[config.mk]
export PLATFORM = sky130hd
export DESIGN_NAME = pwm_pair
export DESIGN_NICKNAME = d
export VERILOG_FILES = /design/src/rtl/pwm_pair_pkg.sv /design/src/rtl/pwm_pair_regs.sv /design/src/rtl/pwm_pair_counter.sv /design/src/rtl/pwm_pair_select.sv /design/src/rtl/pwm_pair_wave.sv /design/src/rtl/pwm_pair.sv
export SDC_FILE = /design/constraint.sdc
export NUM_CORES = 1
export LEC_CHECK = 0
export ABC_AREA = 1
export BUFFER_PORTS_ARGS = -buffer_cell sky130_fd_sc_hd__buf_4
export CAP_MARGIN = 40
export CORE_MARGIN = 8
export CORE_UTILIZATION = 30
export DETAILED_ROUTE_END_ITERATION = 12
export HOLD_SLACK_MARGIN = 0.08
export PLACE_DENSITY_LB_ADDON = 0.12
export SLEW_MARGIN = 20
export SYNTH_ARGS = -nofsm -noshare
export SYNTH_HDL_FRONTEND = slang
export SYNTH_SLANG_ARGS = --single-unit
[constraint.sdc]
create_clock -name clk -period 4.1 [get_ports clk]
set_input_delay 0.205 -clock clk [delete_from_list [all_inputs] [get_ports clk]]
set_output_delay 0.205 -clock clk [all_outputs]
set_load 0.1 [all_outputs]
[src/rtl/pwm_pair_pkg.sv]
package pwm_pair_pkg;

    localparam int NUM_CH    = 2;
    localparam int NUM_FLAGS = NUM_CH + 1;
    localparam int CTRL_BITS = 7;

    localparam int unsigned ADDR_CTRL = 0;
    localparam int unsigned ADDR_FLAG = 1;
    localparam int unsigned ADDR_MOD  = 2;
    localparam int unsigned ADDR_CMP0 = 3;

    localparam int FLAG_OVF = 0;

    typedef enum logic [1:0] {
        MODE_OFF      = 2'd0,
        MODE_SINGLE   = 2'd1,
        MODE_BUFFERED = 2'd2
    } pwm_mode_e;

    // bit 0 is buf_en, bit 6 is ch1_ie
    typedef struct packed {
        logic ch1_ie;
        logic ch0_ie;
        logic ovf_ie;
        logic max_duty;
        logic tov;
        logic single_en;
        logic buf_en;
    } pwm_ctrl_t;

    function automatic pwm_mode_e decode_mode(input logic buf_en, input logic single_en);
        if (buf_en)
            return MODE_BUFFERED;
        else if (single_en)
            return MODE_SINGLE;
        else
            return MODE_OFF;
    endfunction

endpackage

[src/rtl/pwm_pair_regs.sv]
module pwm_pair_regs
    import pwm_pair_pkg::*;
#(
    parameter int CNT_W  = 16,
    parameter int ADDR_W = 3
) (
    input  logic                           clk,
    input  logic                           rst,
    input  logic                           wr_en,
    input  logic [ADDR_W-1:0]              wr_addr,
    input  logic [CNT_W-1:0]               wr_data,
    input  logic                           evt_ovf,
    input  logic [NUM_CH-1:0]              evt_cmp,
    output pwm_ctrl_t                      ctrl_o,
    output logic [CNT_W-1:0]               mod_o,
    output logic [NUM_CH-1:0][CNT_W-1:0]   cmp_o,
    output logic [NUM_CH-1:0]              cmp_wr_o,
    output logic [NUM_FLAGS-1:0]           flags_o
);

    logic wr_ctrl, wr_flag, wr_mod;
    logic [NUM_FLAGS-1:0] flag_set, flag_clr;

    assign wr_ctrl = wr_en && (wr_addr == ADDR_W'(ADDR_CTRL));
    assign wr_flag = wr_en && (wr_addr == ADDR_W'(ADDR_FLAG));
    assign wr_mod  = wr_en && (wr_addr == ADDR_W'(ADDR_MOD));

    assign flag_set = {evt_cmp, evt_ovf};
    assign flag_clr = wr_flag ? wr_data[NUM_FLAGS-1:0] : '0;

    always_ff @(posedge clk) begin
        if (rst) begin
            ctrl_o <= '0;
            mod_o  <= '1;
        end else begin
            if (wr_ctrl) ctrl_o <= pwm_ctrl_t'(wr_data[CTRL_BITS-1:0]);
            if (wr_mod)  mod_o  <= wr_data;
        end
    end

    for (genvar ch = 0; ch < NUM_CH; ch++) begin : g_cmp
        assign cmp_wr_o[ch] = wr_en && (wr_addr == ADDR_W'(ADDR_CMP0 + ch));

        always_ff @(posedge clk) begin
            if (rst)
                cmp_o[ch] <= '0;
            else if (cmp_wr_o[ch])
                cmp_o[ch] <= wr_data;
        end
    end

    for (genvar f = 0; f < NUM_FLAGS; f++) begin : g_flag
        always_ff @(posedge clk) begin
            if (rst)
                flags_o[f] <= 1'b0;
            else
                flags_o[f] <= flag_set[f] | (flags_o[f] & ~flag_clr[f]);
        end

        AST_FLAG_STICKY: assert property (@(posedge clk) disable iff (rst)
            (flags_o[f] && !flag_clr[f]) |=> flags_o[f]);
    end

    AST_OVF_SETS_FLAG: assert property (@(posedge clk) disable iff (rst)
        evt_ovf |=> flags_o[FLAG_OVF]);

endmodule

[src/rtl/pwm_pair_counter.sv]
module pwm_pair_counter #(
    parameter int CNT_W = 16
) (
    input  logic             clk,
    input  logic             rst,
    input  logic             stop,
    input  logic [CNT_W-1:0] mod_i,
    output logic [CNT_W-1:0] count_o,
    output logic             ovf_ev_o
);

    assign ovf_ev_o = !stop && (count_o == mod_i);

    always_ff @(posedge clk) begin
        if (rst)
            count_o <= '0;
        else if (ovf_ev_o)
            count_o <= '0;
        else if (!stop)
            count_o <= count_o + CNT_W'(1);
    end

    AST_CNT_WRAP: assert property (@(posedge clk) disable iff (rst)
        ovf_ev_o |=> (count_o == '0));

    AST_STOP_HOLD: assert property (@(posedge clk) disable iff (rst)
        stop |=> $stable(count_o));

endmodule

[src/rtl/pwm_pair_select.sv]
module pwm_pair_select
    import pwm_pair_pkg::*;
(
    input  logic              clk,
    input  logic              rst,
    input  pwm_mode_e         mode_i,
    input  logic              ovf_ev_i,
    input  logic [NUM_CH-1:0] cmp_wr_i,
    output logic              sel_o
);

    logic pend_q;
    logic wr_idle;
    logic take;

    assign wr_idle = cmp_wr_i[~sel_o];
    assign take    = ovf_ev_i && (pend_q || wr_idle);

    always_ff @(posedge clk) begin
        if (rst || mode_i != MODE_BUFFERED) begin
            sel_o  <= 1'b0;
            pend_q <= 1'b0;
        end else if (take) begin
            sel_o  <= ~sel_o;
            pend_q <= 1'b0;
        end else if (wr_idle) begin
            pend_q <= 1'b1;
        end
    end

    AST_SWAP_ON_WRAP: assert property (@(posedge clk) disable iff (rst)
        (mode_i == MODE_BUFFERED && ovf_ev_i && pend_q) |=> (sel_o != $past(sel_o)));

    AST_HOLD_MIDPERIOD: assert property (@(posedge clk) disable iff (rst)
        (mode_i == MODE_BUFFERED && !ovf_ev_i) |=> $stable(sel_o));

endmodule

[src/rtl/pwm_pair_wave.sv]
module pwm_pair_wave
    import pwm_pair_pkg::*;
#(
    parameter int CNT_W = 16
) (
    input  logic              clk,
    input  logic              rst,
    input  logic              stop,
    input  pwm_mode_e         mode_i,
    input  logic              tov_i,
    input  logic              max_i,
    input  logic              ovf_ev_i,
    input  logic              sel_i,
    input  logic [CNT_W-1:0]  count_i,
    input  logic [CNT_W-1:0]  act_cmp_i,
    output logic [NUM_CH-1:0] cmp_ev_o,
    output logic              pwm_o
);

    logic match;
    logic out_q;

    assign match = !stop && (mode_i != MODE_OFF) && (count_i == act_cmp_i);

    for (genvar k = 0; k < NUM_CH; k++) begin : g_evt
        assign cmp_ev_o[k] = match && (sel_i == 1'(k));
    end

    // wrap takes precedence over a same-cycle compare
    always_ff @(posedge clk) begin
        if (rst || mode_i == MODE_OFF)
            out_q <= 1'b0;
        else if (ovf_ev_i && tov_i)
            out_q <= 1'b1;
        else if (match)
            out_q <= 1'b0;
    end

    assign pwm_o = (mode_i != MODE_OFF) && ((max_i && tov_i) || out_q);

    AST_ZERO_DUTY: assert property (@(posedge clk) disable iff (rst)
        (!tov_i && !out_q) |=> !out_q);

    AST_RISE_ON_WRAP: assert property (@(posedge clk) disable iff (rst)
        (ovf_ev_i && tov_i && mode_i != MODE_OFF) |=> out_q);

endmodule

[src/rtl/pwm_pair.sv]
module pwm_pair
    import pwm_pair_pkg::*;
#(
    parameter int CNT_W  = 16,
    parameter int ADDR_W = 3
) (
    input  logic              clk,
    input  logic              rst,
    input  logic              stop,
    input  logic              wr_en,
    input  logic [ADDR_W-1:0] wr_addr,
    input  logic [CNT_W-1:0]  wr_data,
    output logic [CNT_W-1:0]  count,
    output logic              pwm_out,
    output logic              ovf_flag,
    output logic [1:0]        ch_flag,
    output logic              irq
);

    pwm_ctrl_t                     ctrl;
    pwm_mode_e                     mode;
    logic [CNT_W-1:0]              mod_val;
    logic [NUM_CH-1:0][CNT_W-1:0]  cmp_val;
    logic [NUM_CH-1:0]             cmp_wr;
    logic [NUM_CH-1:0]             cmp_ev;
    logic [NUM_FLAGS-1:0]          flags;
    logic                          ovf_ev;
    logic                          sel;

    assign mode = decode_mode(ctrl.buf_en, ctrl.single_en);

    pwm_pair_regs #(.CNT_W(CNT_W), .ADDR_W(ADDR_W)) u_regs (
        .clk      (clk),
        .rst      (rst),
        .wr_en    (wr_en),
        .wr_addr  (wr_addr),
        .wr_data  (wr_data),
        .evt_ovf  (ovf_ev),
        .evt_cmp  (cmp_ev),
        .ctrl_o   (ctrl),
        .mod_o    (mod_val),
        .cmp_o    (cmp_val),
        .cmp_wr_o (cmp_wr),
        .flags_o  (flags)
    );

    pwm_pair_counter #(.CNT_W(CNT_W)) u_counter (
        .clk      (clk),
        .rst      (rst),
        .stop     (stop),
        .mod_i    (mod_val),
        .count_o  (count),
        .ovf_ev_o (ovf_ev)
    );

    pwm_pair_select u_select (
        .clk      (clk),
        .rst      (rst),
        .mode_i   (mode),
        .ovf_ev_i (ovf_ev),
        .cmp_wr_i (cmp_wr),
        .sel_o    (sel)
    );

    pwm_pair_wave #(.CNT_W(CNT_W)) u_wave (
        .clk       (clk),
        .rst       (rst),
        .stop      (stop),
        .mode_i    (mode),
        .tov_i     (ctrl.tov),
        .max_i     (ctrl.max_duty),
        .ovf_ev_i  (ovf_ev),
        .sel_i     (sel),
        .count_i   (count),
        .act_cmp_i (cmp_val[sel]),
        .cmp_ev_o  (cmp_ev),
        .pwm_o     (pwm_out)
    );

    assign ovf_flag = flags[0];
    assign ch_flag  = flags[2:1];
    assign irq      = (flags[0] && ctrl.ovf_ie) ||
                      (flags[1] && ctrl.ch0_ie) ||
                      (flags[2] && ctrl.ch1_ie);

    AST_IRQ_HAS_SOURCE: assert property (@(posedge clk) disable iff (rst)
        irq |-> (ovf_flag || ch_flag != 2'b00));

    AST_STOP_NO_FLAG_RISE: assert property (@(posedge clk) disable iff (rst)
        stop |=> !$rose(ovf_flag));

    AST_SINGLE_ODD_QUIET: assert property (@(posedge clk) disable iff (rst)
        (mode == MODE_SINGLE && !ch_flag[1]) |=> !ch_flag[1]);

endmodule

==> impl_metrics.yaml <==
status:
  status: "finished clean"
yosys:
  syn_inst: 530
  synth_nets: 554
  synth.distinct_cells: 34
  synth_seq_cells: 77
  synthTopCellsByCount: "nand2_1 (141), dfxtp_1 (77), nor2_1 (72)"
  ys_async_sr_fraction: 0
  synth_edf_count: 0
  post-synth-top-area-fraction: 0.420
  synth_area_um2: 3670
  synth_most_common_cell: "nand2_1"
  syn_avg_cell_area_um2: 6.92
  synth_top_area_cell: "dfxtp_1"
  synth_area_leaders: "dfxtp_1 (42%), nand2_1 (14%), nor2_1 (7.4%), o21ai_0 (6.8%), inv_1 (4.7%)"
  yosysWarnings: 0
  ys_seq_area_frac: 0.420
  synthFlopType: "dfxtp_1"
power_and_ir_drop:
  power.leakage_nw: 1.93
  cellPowerDensity_nw_per_um2: 388
  total_power_mw: 1.71
  ir_drop_mv: 0.167
timing:
  hold_ws_ns: 0.0934
  period_share: 0.489
  setup_violations: 0
  finalHoldViolCount: 0
  tightest_slew_ns: 0.594
  skew_ns: 0.00664
  slew_viol_final: 0
  max_slew_margin: 0.603
  rsz0062_at_grt: "false"
  layout_min_cycle_time_ns: 2.00
  clock.fmax_mhz: 499
  tns_ns: 0
hold_path:
  worstHoldPathType: "in2reg"
global_routing:
  grt_antenna_before_repair: 0
  grt_first_pass_wirelength_mm: 17.6
  overflow: 0
  grt_max_degree: 42
  grt_pass1_vias: 3337
  track_usage: 0.142
drt:
  vias: 3399
  viasPerCell: 4.73
  routedWlPerCell_um: 15.2
  drc_errors: 0
  first_pass_iters: 4
  ant_nets: 0
  dr.first_iter.drc_count: 176
  wirelength_mm: 10.9
layout:
  stdcell_area_um2: 4420
  nNetsFinal: 592
  diodes: 0
  fin_util: 0.369
  area_growth_pct: 20.5
  fillerInstances: 1285
  drive_above_1_share: 0.133
place:
  dp_hpwl_mm: 7.85
  globalplace.congestion: 0.828
  placed_cell_area_um2: 4100
  port_buffers: 43
setup_path:
  critical_path_required_ns: 4.32
  path_buf_inv: 1
  path_delay_family: "simple AND/OR/NAND/NOR gates"
  worstPathArrival_ns: 2.22
  endpoint_kind: "register"
  crit_chain: "inv_1 -> nand2_1 -> nand2_1 -> nor2_1 -> nand3_1 -> nor2_2 -> nand3_2 -> nand2_2 -> nor2_1"
  start_kind: "register"
  critPathSlowestCell: "dfxtp_1"
  cp_max_fo: 16
  path_class: "reg2reg"
  critPathMaxStageDelay_ns: 0.47
clock_tree:
  insertion_delay_ns: 0.34
  cts.root.buffer_cell: "clkbuf_16"
  cts_setup_buffers: 0
  cts_inserted_buffers: 9
  clk_path_buf_depth: 2
  htreeDepth: 3
  clk_pin_slew_ns: 0.06
  cts_tree: "done"
  cts_sinks: 77
  cts_hold_buffers: 1
  cts_resized: 0
die:
  die-area_um2: 16000
  io_pins: 44
  die_h_um: 127
  fp-row-count: 40
  initial_core_util: 0.306
  core_area_um2: 12000
  dieWidth_um: 127
run:
  maxCapViolations: 0
-- worst register-to-register path: cells and delay by family (launching register included) --
kind                   cells  cell delay [ns]
buffers and inverters      1             0.15
flip-flops                 1             0.47
AND/OR/NAND/NOR            8             1.28
-- area by class of cell --
cell class,instances,area (um2),share of cell area
multi-input combinational,381,1830,0.414
sequential,77,1540,0.349
timing repair buffer,49,378,0.0856
clock buffer,14,264,0.0598
inverter,50,190,0.0431
tap,147,184,0.0416
clock inverter,1,30.0,0.00680
-- kinds of logic (layout without fill, tap and decap cells) --
kind of cell	Yosys count	after routing	synth area share
AND/OR/NAND/NOR	269	269	0.318
AO/OA/AOI/OAI	95	95	0.138
adder cells (fa/ha/maj)	1	1	0.00341
XOR/XNOR	16	16	0.0382
flip-flops	77	77	0.420
buffers and inverters	72	114	0.0819
-- metrics by stage --
stage               setup WS, ns  cells
floorplan                   1.78    530
global placement            2.07    702
detailed placement          1.99    702
CTS                         1.97    718
global route                1.93    719
finish                      2.10    719
-- worst paths after layout --
check,slack [ns],end,from,cells after the start
worst max register to register,2.10,u_counter.count_o[12],u_counter.count_o[7],9
worst min-delay path,0.09,u_regs.mod_o[10],wr_data[10],3
worst min register to register,0.46,u_regs.cmp_o[7],u_regs.cmp_o[7],2
worst max-delay path,2.10,u_counter.count_o[12],u_counter.count_o[7],9
-- routing by layer --
layer	vias up	global-route usage	wire length [um]	part of all wire
met1	1551	0.193	5630	0.52
met3	19	0.0344	334	0.031
met4	0	0.0651	284	0.026
met5	-	0	0	0
li1	1777	-	-	-
met2	52	0.206	4680	0.43
-- state kept, by name (all words and copies together), names as in the netlist --
register	flops
u_regs.cmp_o	32
u_counter.count_o	16
u_regs.mod_o	16
u_regs.ctrl_o	7
u_regs.flags_o	3
u_select.pend_q	1
u_select.sel_o	1
u_wave.out_q	1
-- cell usage in the layout (no fill, tap or decap), types with 2 or more instances in the layout --
cell and n:
clkinv_1 2, nand4_1 9, dfxtp_1 77, clkbuf_8 2, nand3_2 2, nand3b_1 2, xnor2_1 8, clkbuf_1 3
buf_4 47, nor3_2 4, o211ai_1 10, xor2_1 8, o21ai_0 50, a21oi_1 32, nand2_1 141, clkbuf_16 9
nor3_1 2, nor3_4 2, nor2_1 72, o22ai_1 2, nand3_1 28, inv_1 46
-- where the power goes --
group | switching, mW | leakage [nW] | internal (mW)
clock | 0.301 | 0.143 | 0.502
sequential | 0.0136 | 0.625 | 0.769
combinational | 0.0828 | 1.16 | 0.0439
(Power assumes the default switching activity.)
